File: src/rtl/nvm_pkg.sv
package nvm_pkg;

    localparam int CW_W      = 16;
    localparam int OPF_W     = 6;
    localparam int ROWS_W    = 3;
    localparam int B_START   = 15;
    localparam int B_WEN     = 14;
    localparam int B_ERR     = 13;
    localparam int B_EEPO    = 12;
    localparam int B_ERSEL   = 6;

    typedef enum logic [2:0] {
        OPC_NONE    = 3'd0,
        OPC_ER_BOOT = 3'd1,
        OPC_ER_ALL  = 3'd2,
        OPC_ER_ROWS = 3'd3,
        OPC_ER_CFG  = 3'd4,
        OPC_ER_EE   = 3'd5,
        OPC_ER_GEN  = 3'd6,
        OPC_PR_ROW  = 3'd7
    } opc_t;

    typedef struct packed {
        opc_t              op;
        logic [ROWS_W-1:0] rows;
    } cmd_t;

    typedef enum logic [1:0] {
        SQ_IDLE  = 2'd0,
        SQ_ISSUE = 2'd1,
        SQ_WAIT  = 2'd2,
        SQ_NOP   = 2'd3
    } sq_t;

endpackage

File: src/rtl/nvm_op_decode.sv
module nvm_op_decode
    import nvm_pkg::*;
(
    input  logic             erase_sel,
    input  logic [OPF_W-1:0] opfield,
    output cmd_t             cmd
);

    logic [3:0] grp;
    logic [1:0] sub;

    assign grp = opfield[OPF_W-1:2];
    assign sub = opfield[1:0];

    always_comb begin
        cmd.op   = OPC_NONE;
        cmd.rows = '0;
        if (erase_sel) begin
            unique case (grp)
                4'b1010: cmd.op = OPC_ER_BOOT;
                4'b1001: cmd.op = OPC_ER_ALL;
                4'b0101: cmd.op = OPC_ER_CFG;
                4'b0100: cmd.op = OPC_ER_EE;
                4'b0011: cmd.op = OPC_ER_GEN;
                4'b0110: begin
                    if (sub != 2'b11) begin
                        cmd.op   = OPC_ER_ROWS;
                        cmd.rows = ROWS_W'(1) << sub;
                    end
                end
                default: cmd.op = OPC_NONE;
            endcase
        end else if (grp == 4'b0001) begin
            cmd.op   = OPC_PR_ROW;
            cmd.rows = ROWS_W'(1);
        end
    end

endmodule

File: src/rtl/nvm_seq.sv
module nvm_seq
    import nvm_pkg::*;
(
    input  logic clk,
    input  logic rst_n,
    input  logic accept,
    input  logic is_nop,
    input  logic be_done,
    output logic busy,
    output logic issue,
    output logic complete
);

    typedef struct packed {
        sq_t st;
    } seq_s;

    seq_s d, q;

    always_comb begin
        d = q;
        unique case (q.st)
            SQ_IDLE:  if (accept) d.st = is_nop ? SQ_NOP : SQ_ISSUE;
            SQ_ISSUE: d.st = SQ_WAIT;
            SQ_WAIT:  if (be_done) d.st = SQ_IDLE;
            SQ_NOP:   d.st = SQ_IDLE;
            default:  d.st = SQ_IDLE;
        endcase
    end

    always_ff @(posedge clk or negedge rst_n) begin
        if (!rst_n) q <= '{st: SQ_IDLE};
        else        q <= d;
    end

    assign busy     = (q.st != SQ_IDLE);
    assign issue    = (q.st == SQ_ISSUE);
    assign complete = (q.st == SQ_WAIT) && be_done;

endmodule

File: src/rtl/nvm_cmd_ctrl.sv
module nvm_cmd_ctrl
    import nvm_pkg::*;
#(
    parameter int ROW_W = 16
) (
    input  logic             clk,
    input  logic             rst_n,
    input  logic             reg_we,
    input  logic [15:0]      reg_wdata,
    output logic [15:0]      reg_rdata,
    input  logic [ROW_W-1:0] tblptr_row,
    output logic             be_start,
    output logic [2:0]       be_op,
    output logic [2:0]       be_rows,
    output logic [ROW_W-1:0] be_row,
    input  logic             be_done
);

    typedef struct packed {
        logic             wen;
        logic             err;
        logic             eepo;
        logic             ersel;
        logic [OPF_W-1:0] opf;
        cmd_t             cmd;
        logic [ROW_W-1:0] row;
    } regs_s;

    regs_s d, q;

    logic busy, issue, complete;
    logic wr_start, accept, reject;
    cmd_t dec_cmd;

    nvm_op_decode u_dec (
        .erase_sel (reg_wdata[B_ERSEL]),
        .opfield   (reg_wdata[OPF_W-1:0]),
        .cmd       (dec_cmd)
    );

    assign wr_start = reg_we && reg_wdata[B_START];
    assign accept   = wr_start && !busy && reg_wdata[B_WEN];
    assign reject   = wr_start && (busy || !reg_wdata[B_WEN]);

    nvm_seq u_seq (
        .clk      (clk),
        .rst_n    (rst_n),
        .accept   (accept),
        .is_nop   (dec_cmd.op == OPC_NONE),
        .be_done  (be_done),
        .busy     (busy),
        .issue    (issue),
        .complete (complete)
    );

    always_comb begin
        d = q;
        if (reg_we) begin
            d.wen  = reg_wdata[B_WEN];
            d.err  = reg_wdata[B_ERR];
            d.eepo = reg_wdata[B_EEPO];
            if (!busy) begin
                d.ersel = reg_wdata[B_ERSEL];
                d.opf   = reg_wdata[OPF_W-1:0];
            end
        end
        if (accept) begin
            d.cmd = dec_cmd;
            d.row = tblptr_row;
        end
        if (complete) d.err = 1'b0;
        if (reject)   d.err = 1'b1;
    end

    always_ff @(posedge clk or negedge rst_n) begin
        if (!rst_n) q <= '0;
        else        q <= d;
    end

    always_comb begin
        reg_rdata              = '0;
        reg_rdata[B_START]     = busy;
        reg_rdata[B_WEN]       = q.wen;
        reg_rdata[B_ERR]       = q.err;
        reg_rdata[B_EEPO]      = q.eepo;
        reg_rdata[B_ERSEL]     = q.ersel;
        reg_rdata[OPF_W-1:0]   = q.opf;
    end

    assign be_start = issue;
    assign be_op    = q.cmd.op;
    assign be_rows  = q.cmd.rows;
    assign be_row   = q.row;

endmodule

File: config.mk
export PLATFORM = sky130hd
export DESIGN_NAME = nvm_cmd_ctrl
export DESIGN_NICKNAME = d
export VERILOG_FILES = /design/src/rtl/nvm_pkg.sv /design/src/rtl/nvm_op_decode.sv /design/src/rtl/nvm_seq.sv /design/src/rtl/nvm_cmd_ctrl.sv
export SDC_FILE = /design/constraint.sdc
export NUM_CORES = 1
export LEC_CHECK = 0
export CAP_MARGIN = 20
export CORE_MARGIN = 4
export CORE_UTILIZATION = 60
export CTS_BUF_LIST = sky130_fd_sc_hd__clkbuf_8
export CTS_CLUSTER_SIZE = 10
export DETAILED_ROUTE_END_ITERATION = 8
export DONT_BUFFER_PORTS = 1
export HOLD_SLACK_MARGIN = 0.03
export PLACE_DENSITY_LB_ADDON = 0.3
export SLEW_MARGIN = 30
export SYNTH_ARGS = -nofsm -noshare
export SYNTH_HDL_FRONTEND = slang
export SYNTH_SLANG_ARGS = --single-unit
export TNS_END_PERCENT = 5
File: constraint.sdc
create_clock -name clk -period 2.3 [get_ports clk]
set_input_delay 0.69 -clock clk [delete_from_list [all_inputs] [get_ports clk]]
set_output_delay 0.69 -clock clk [all_outputs]
set_load 0.05 [all_outputs]
Yosys cells after proc, flatten, opt, wreduce, memory -nomap -nowiden. Index checks and enable logic that the tools add are counted.

Word-level logic and storage cells: 51. RAM bits: 0. Memories: 0. Register bits: 34. Latch bits: 0. Output and inout bits: 39. Memory bits (read-only): 0.

Shifts and indexed selects: 1. Divide/modulo/power cells: 0. Add/sub/neg operators: 0. Multiplexer cells: 13. $mul: 0. Equality and inequality tests: 13. Order comparisons: 0. Bitwise operators: 1. Reductions and logical operators: 14.

Operators with widths (count): $pmux W3 S6 (1); $eq A4 B3 Y1 const B (3); $mux W6 (2); $mux W9 (1); $eq A4 B4 Y1 const B (2); $pmux W2 S4 (1); $mux W7 (1); $mux W2 (3); $ne A2 B2 Y1 const B (3); $logic_and A1 B1 Y1 (5); $mux W5 (1); $eq A2 B2 Y1 const B (2); $eq A4 B1 Y1 const B (1); $eq A4 B2 Y1 const B (1); $reduce_and A2 Y1 (2); $logic_not A3 Y1 (1); $mux W3 (1); $reduce_bool A3 Y1 (1); $shl A1 B2 Y3 const A (1); $eq A2 B1 Y1 const B (1); $logic_not A1 Y1 (2); $logic_not A2 Y1 (1); $mux W1 (2); $reduce_bool A2 Y1 (1); 2 further kinds (2).

Longest topological paths before layout. Gate-level depths: netlist of the first run.

Depth in word-level cells: 8. Mapped depth: 5. Gate-level depth less buffers: 4.

Modules after synthesis. From an unflattened synthesis of the first run, not the netlist that was laid out.

Cells, all modules: 114. Area, all modules: 1619.1 µm².

Modules (own cells, without submodules): nvm_cmd_ctrl (seq. area each 800.8 µm², cells each 83, instances 1, area an instance 1365.1 µm²); nvm_op_decode (seq. area each 0.0 µm², cells each 21, instances 1, area an instance 147.6 µm²); nvm_seq (seq. area each 50.0 µm², cells each 10, instances 1, area an instance 106.4 µm²).

Worst setup path after synthesis of the first run. OpenSTA, ideal clock, no wires.

Kind: input to register. From: input reg_we. To: register q (netlist bit be_op[2]). Buffers on the path: 1. Setup time: 0.127 ns. Required time: 2.173 ns. Setup slack: 0.362 ns. Data arrival time: 1.810 ns. Stages: 5. Cell sequence: or3b_1 > or2_1 > clkinv_2 > buf_6 > mux2_1.

Word-level cells in the longest chain between the ends: 3.

Ends and longest elaborated chain: from (decl) (line nvm_cmd_ctrl.sv:8) `input logic reg_we,`; $logic_and A1 B1 Y1 (line nvm_cmd_ctrl.sv:41) `assign wr_start = reg_we && reg_wdata[B_START];`; $logic_and A1 B1 Y1 (2 in a row) (line nvm_cmd_ctrl.sv:42) `assign accept = wr_start && !busy && reg_wdata[B_WEN];`; to (signal assigned) (line nvm_cmd_ctrl.sv:76) `if (!rst_n) q <= '0;`; to (signal assigned) (line nvm_cmd_ctrl.sv:77) `else q <= d;`; to (decl) (line nvm_cmd_ctrl.sv:29) `regs_s d, q;`.

No other way between the ends. A chain may end at the register's enable or synchronous reset.

Worst setup path in the final report of the first run.
From: register u_seq.q[1] (netlist bit). To: register q (netlist bit be_row[15]).

Word-level cells in the longest chain between the ends: 4.

Ends and longest elaborated chain: from (decl) (line nvm_seq.sv:18) `seq_s d, q;`; from (signal assigned) (line nvm_seq.sv:32) `if (!rst_n) q <= '{st: SQ_IDLE};`; $reduce_bool A2 Y1 (line nvm_seq.sv:36) `assign busy = (q.st != SQ_IDLE);`; $logic_not A1 Y1; $logic_and A1 B1 Y1 (2 in a row) (line nvm_cmd_ctrl.sv:42).

No other way between the ends.

==> reports/summary.txt, run 1 <==
Register area - 850.8 um^2
Core footprint - 2477 um^2
Sequential share of the synthesized area - 54.93%
Rows - 18
Setup_tns - 0 ps
Die height - 58.81 um
Remaining antenna violation count - 0
Ys async rst share - 100.0%
Worst EP required - 2460 ps
Initial antenna violation count - 0
Worst r2r path cells - 4
Total Routed Length - 2.846 mm
Reg power frac - 63.6%
H-Tree Depth - 2
Clk_skew - 7.895 ps
Antenna cells - 0
Post-synth EDFFs - 0
DP Cell Count - 143
Worst-path clk slew - 70 ps
Hold buffers post-CTS - 0
Placer Congestion - 0.7833
Vias/cell - 6.080
Final instance area - 1652 um^2
Clock buffer count from CTS - 5
Synth warn - 0
Final non-filler cell total - 150
Residual DRC - 0
GR Util All Layers - 16.95%
Max Root-Sink Buffers - 2
Final hold violation count - 0
Average size of a mapped cell - 13.24 um^2
Worst setup SP type - flop
Die X - 58.81 um
Worst hold-check path type - input pin to asynchronous set/reset pin
Top-level port count - 75
Filler Cell Count - 176
Cell count after synthesis - 117
DP Area - 1539 um^2
Leak - 0.7179 nW
CP Class - flop to flop
Cell variety after synth - 36
First-pass GRT wire length - 4.312 mm
Drt pass-1 iters - 4
First DRT Iteration DRCs - 46
Total power - 0.002067 W
Largest net degree at the start of global routing - 35
Initial Utilization - 62.53%
Clock net sink count - 34
Die Footprint - 3459 um^2
Commonest non-fill, non-tap cell in the layout - dfrtp_1
Final nets - 156
Peak supply drop - 884.6 uV
Max FO, Critical Path - 21
CTS tree - yes
Final-report setup violation count - 0
Ys flop type - dfrtp_1
RSZ-0062 raised after global routing - no
I/O Buffers - 0
Gate power share - 10.2%
Via Count - 912
Minimum clock period - 1901 ps
Resize count post-CTS - 0
Final period util - 82.67%
P_int - 0.001187 W
Clk_lat worst skew - 280 ps
Setup bufs post-CTS - 0
WL per Instance - 18.97 um
Commonest non-fill, non-tap cells in the layout - 34 x dfrtp_1, 16 x mux2_1, 10 x mux2_2
WP data arrival - 2070 ps
Syn-to-layout area delta - 6.623%
Total gr overflow - 0
Highest Clock Rate - 525.9 MHz
Sw Ratio - 42.58%
Flop and latch count out of synthesis - 34
Net Sw Power - 0.0008801 W
Via count of the first global-routing pass - 938
Mapped Area - 1549 um^2
Final Slew Violations - 0
# Max-Cap Violations - 0
Area of the multi-input gates - 626.9 um^2
Clock power frac - 26.2%
CTS root buffer - clkbuf_8
Post-DP HPWL - 2.104 mm
Status - finished clean
Crit end category - flop
Share of layout cells above drive strength 1 - 19.17%
PD cells - 1252 nW/um^2
[synthesized netlist by cell type, types with 2 or more instances]
library cell	n	share of area, %
xor2_1	2	1.1
mux2_2	10	7.3
buf_2	2	0.65
and3b_1	3	1.7
buf_4	6	2.9
a2bb2oi_1	3	1.7
or3b_2	2	1.1
buf_6	2	1.5
o21ai_0	4	1.3
nand3_1	2	0.65
mux2_1	16	12
nand3b_1	2	0.97
nor2_1	2	0.48
nand4b_1	2	1.1
nand2_1	3	0.73
dfrtp_1	34	55
nor2b_1	3	1.2
[final cells by class]
| cell class | instances | area share, % |
|---|---|---|
| Clock buffer | 6 | 5.000 |
| Inverter | 2 | 0.5303 |
| Clock inverter | 1 | 1.818 |
| Multi-Input combinational cell | 75 | 37.95 |
| Tap cell | 30 | 2.273 |
| Sequential cell | 34 | 51.52 |
| Timing Repair Buffer | 2 | 0.9091 |
[path summary, 6_finish.rpt]
| check | slack (ps) | startpoint | to |
|---|---|---|---|
| worst min register to register | 680 | u_seq.q[0] | reg_rdata[13] |
| min in group clk | 540 | tblptr_row[10] | be_row[10] |
| worst min-delay path | 100 | rst_n | reg_rdata[13] |
| max in group asynchronous | 2120 | rst_n | be_row[8] |
| worst max register to register | 400 | u_seq.q[1] | be_row[15] |
| worst max-delay path | 400 | u_seq.q[1] | be_row[15] |
[metrics by stage]
stage / hold WS (ps) / utilization, % / setup slack (ps)
after floorplan: 394.4 / - / 362.2
after global placement: 395.1 / 62.12 / 217.6
after detailed placement: 395.3 / 62.12 / 176.1
after CTS: 86.11 / 66.67 / 398.6
after global routing: 79.86 / 66.67 / 317.0
final: 95.06 / 66.67 / 398.6
[worst max-delay path, stage by stage (launching register included)]
cell      delay [ps]
dfrtp_1          440
or3b_1           390
or2_1            290
clkinv_2         280
mux2_2           370
[per-layer routing]
| layer | track usage [%] | share of wire [%] | vias up |
|---|---|---|---|
| met5 | 0 | 0 | - |
| li1 | - | - | 418 |
| met3 | 7.675 | 12 | 5 |
| met1 | 17.80 | 37 | 443 |
| met2 | 28.39 | 50 | 46 |
| met4 | 8.738 | 1.4 | 0 |
[power by group through the flow]
stage               combinational [W]  clock (W)  sequential, W
floorplan                    0.000203          0        0.00130
global placement             0.000201          0        0.00133
detailed placement           0.000211          0        0.00133
CTS                          0.000212   0.000557        0.00132
global route                 0.000233   0.000578        0.00134
finish                       0.000210   0.000541        0.00132
[sequential cells by signal, summed over array words and instances (netlist names)]
name,flops
reg_rdata,10
u_seq.q,2
be_rows,3
be_op,3
be_row,16
[cell families after synthesis]
logic type	Yosys count	share of synthesized area, %
flip-flops	34	54.93
buffers and inverters	12	5.573
other	1	0.2421
multiplexers	26	18.90
AO/OA/AOI/OAI	16	7.675
XOR/XNOR	2	1.131
AND/OR/NAND/NOR	26	11.55
No activity file was read; power rests on OpenSTA's default activity.
==> run 2: changes to the inputs <==
==> constraint.sdc (replaced) <==
create_clock -name clk -period 1.95 [get_ports clk]
set_input_delay 0.585 -clock clk [delete_from_list [all_inputs] [get_ports clk]]
set_output_delay 0.585 -clock clk [all_outputs]
set_load 0.05 [all_outputs]
==> reports/summary.txt, run 2 (same netlist as run 1, synthesis figures left out) <==
Status - finished clean
Final-report setup violation count - 0 (unchanged)
Net Sw Power - 0.001063 W (+21%)
Die Footprint - 3459 um^2 (unchanged)
Total Routed Length - 3.009 mm (+5.7%)
DP Cell Count - 144 (+0.70%)
Register area - 850.8 um^2 (unchanged)
Reg power frac - 63.8% (+0.2 points)
Clock net sink count - 34 (unchanged)
I/O Buffers - 0 (unchanged)
Syn-to-layout area delta - 7.996%
Post-DP HPWL - 2.180 mm (+3.6%)
R2r setup slk - 100 ps (-300 ps)
Final hold slack - 129.0 ps (+33.97 ps)
Minimum clock period - 1855 ps (-46.56 ps)
Residual DRC - 0 (unchanged)
Max incr delay on CP - 420 ps (-20 ps)
Clk_skew - 2.915 ps (-4.980 ps)
Leak - 0.7350 nW (+2.4%)
P_int - 0.001368 W (+15%)
Largest net degree at the start of global routing - 35 (unchanged)
RSZ-0062 raised after global routing - no
Critical-path top delay cell - dfrtp_1
Initial antenna violation count - 0 (unchanged)
First DRT Iteration DRCs - 33 (-28%)
Worst setup SP type - flop
Gate power share - 11.0% (+0.8 points)
Resize count post-CTS - 0 (unchanged)
Top-level port count - 75 (unchanged)
Max FO, Critical Path - 21 (unchanged)
H-Tree Depth - 2 (unchanged)
Max reg flops - 16 (unchanged)
Crit end category - flop
CTS root buffer - clkbuf_8
Worst r2r path cells - 4 (unchanged)
PD cells - 1453 nW/um^2 (+16%)
Share of layout cells above drive strength 1 - 19.51% (+0.35 points)
Area of the multi-input gates - 626.9 um^2 (unchanged)
Die height - 58.81 um (unchanged)
Final hold violation count - 0 (unchanged)
Hold buffers post-CTS - 1 (+1)
Reg-to-reg endpoint - be_row[1]
Final nets - 158 (+1.3%)
Rows - 18 (unchanged)
Core footprint - 2477 um^2 (unchanged)
Worst EP required - 2110 ps (-350 ps)
Antenna cells - 0 (unchanged)
# Max-Cap Violations - 0 (unchanged)
Initial Utilization - 62.53% (unchanged)
Final core utilization - 67.53% (+0.86 points)
Drt pass-1 iters - 4 (unchanged)
Remaining antenna violation count - 0 (unchanged)
Via Count - 960 (+5.3%)
First-pass GRT wire length - 4.602 mm (+6.7%)
Max Root-Sink Buffers - 2 (unchanged)
Commonest non-fill, non-tap cells in the layout - 34 x dfrtp_1, 16 x mux2_1, 10 x mux2_2
Via count of the first global-routing pass - 989 (+5.4%)
CP Class - flop to flop
Clock power frac - 25.1% (-1.1 points)
Vias/cell - 6.275 (+3.2%)
GR Util All Layers - 18.34% (+1.4 points)
CP Cell Sequence - or3b_1 -> or2_1 -> clkinv_2 -> mux2_1
Final period util - 95.12% (+12 points)
Final Slew Violations - 0 (unchanged)
WP data arrival - 2020 ps (-50 ps)
Setup bufs post-CTS - 0 (unchanged)
Worst-path clk slew - 70 ps (about the same)
Sw Ratio - 43.73% (+1.1 points)
CTS tree - yes
Placer Congestion - 0.7803 (-0.38%)
Clk_lat worst skew - 280 ps (about the same)
Clock buffer count from CTS - 5 (unchanged)
Total gr overflow - 0 (unchanged)
Highest Clock Rate - 539.1 MHz (+2.5%)
Reg2reg start - u_seq.q[0]
Final non-filler cell total - 153 (+2.0%)
Commonest non-fill, non-tap cell in the layout - dfrtp_1
WL per Instance - 19.67 um (+3.7%)
Filler Cell Count - 183 (+4.0%)
Peak supply drop - 899.6 uV (+1.7%)
Die X - 58.81 um (unchanged)
Worst hold-check path type - input pin to asynchronous set/reset pin
run 2: cell type report:
class                      count  share of cell area (%)
inverter                       2                  0.5236
clock inverter                 3                   2.244
multi-input combinational     75                   37.47
sequential                    34                   50.86
tap                           30                   2.244
timing repair buffer           4                   2.543
clock buffer                   5                   4.114
run 2: how the worst max path moves through the flow:
stage | from | end | slack, ps
after global routing | u_seq.q[1] | be_row[13] | 7
after detailed placement | reg_we | be_row[13] | -30
final | u_seq.q[0] | be_row[1] | 100
after global placement | reg_we | be_row[15] | -4
after floorplan | reg_we | be_op[2] | 120
after CTS | u_seq.q[0] | be_row[13] | 80
run 2: worst max-delay path, delay by kind of cell, from the launching register on:
kind	cells	cell delay, ps
AND/OR/NAND/NOR	2	680
multiplexers	1	370
flip-flops	1	420
buffers and inverters	1	260
run 2: stage by stage:
step / TNS [ps] / setup slack, ps / cell area (um^2) / total power [W]
6_report: 0 / 95.12 / 1673 / 0.002431
5_1_grt: 0 / 7.281 / 1673 / 0.002530
2_1_floorplan: 0 / 117.2 / 1564 / 0.001770
3_3_place_gp: -4.177 / -4.177 / 1546 / 0.001805
4_1_cts: 0 / 79.99 / 1673 / 0.002454
3_5_place_dp: -248.4 / -34.42 / 1546 / 0.001827
run 2: power groups by stage:
stage / registers [W] / logic [W] / clock network [W]
2_1_floorplan: 0.00153 / 0.000239 / 0
3_3_place_gp: 0.00157 / 0.000239 / 0
3_5_place_dp: 0.00157 / 0.000254 / 0
4_1_cts: 0.00156 / 0.000273 / 0.000622
5_1_grt: 0.00158 / 0.000299 / 0.000656
6_report: 0.00155 / 0.000269 / 0.000611
run 2: per-layer routing:
metal / routed length, um / global-route usage [%] / up-vias
met5: 0 / 0 / -
met4: 36 / 6.796 / 0
met3: 320 / 9.430 / 8
met2: 1541 / 31.55 / 55
met1: 1111 / 18.93 / 473
li1: - / - / 424
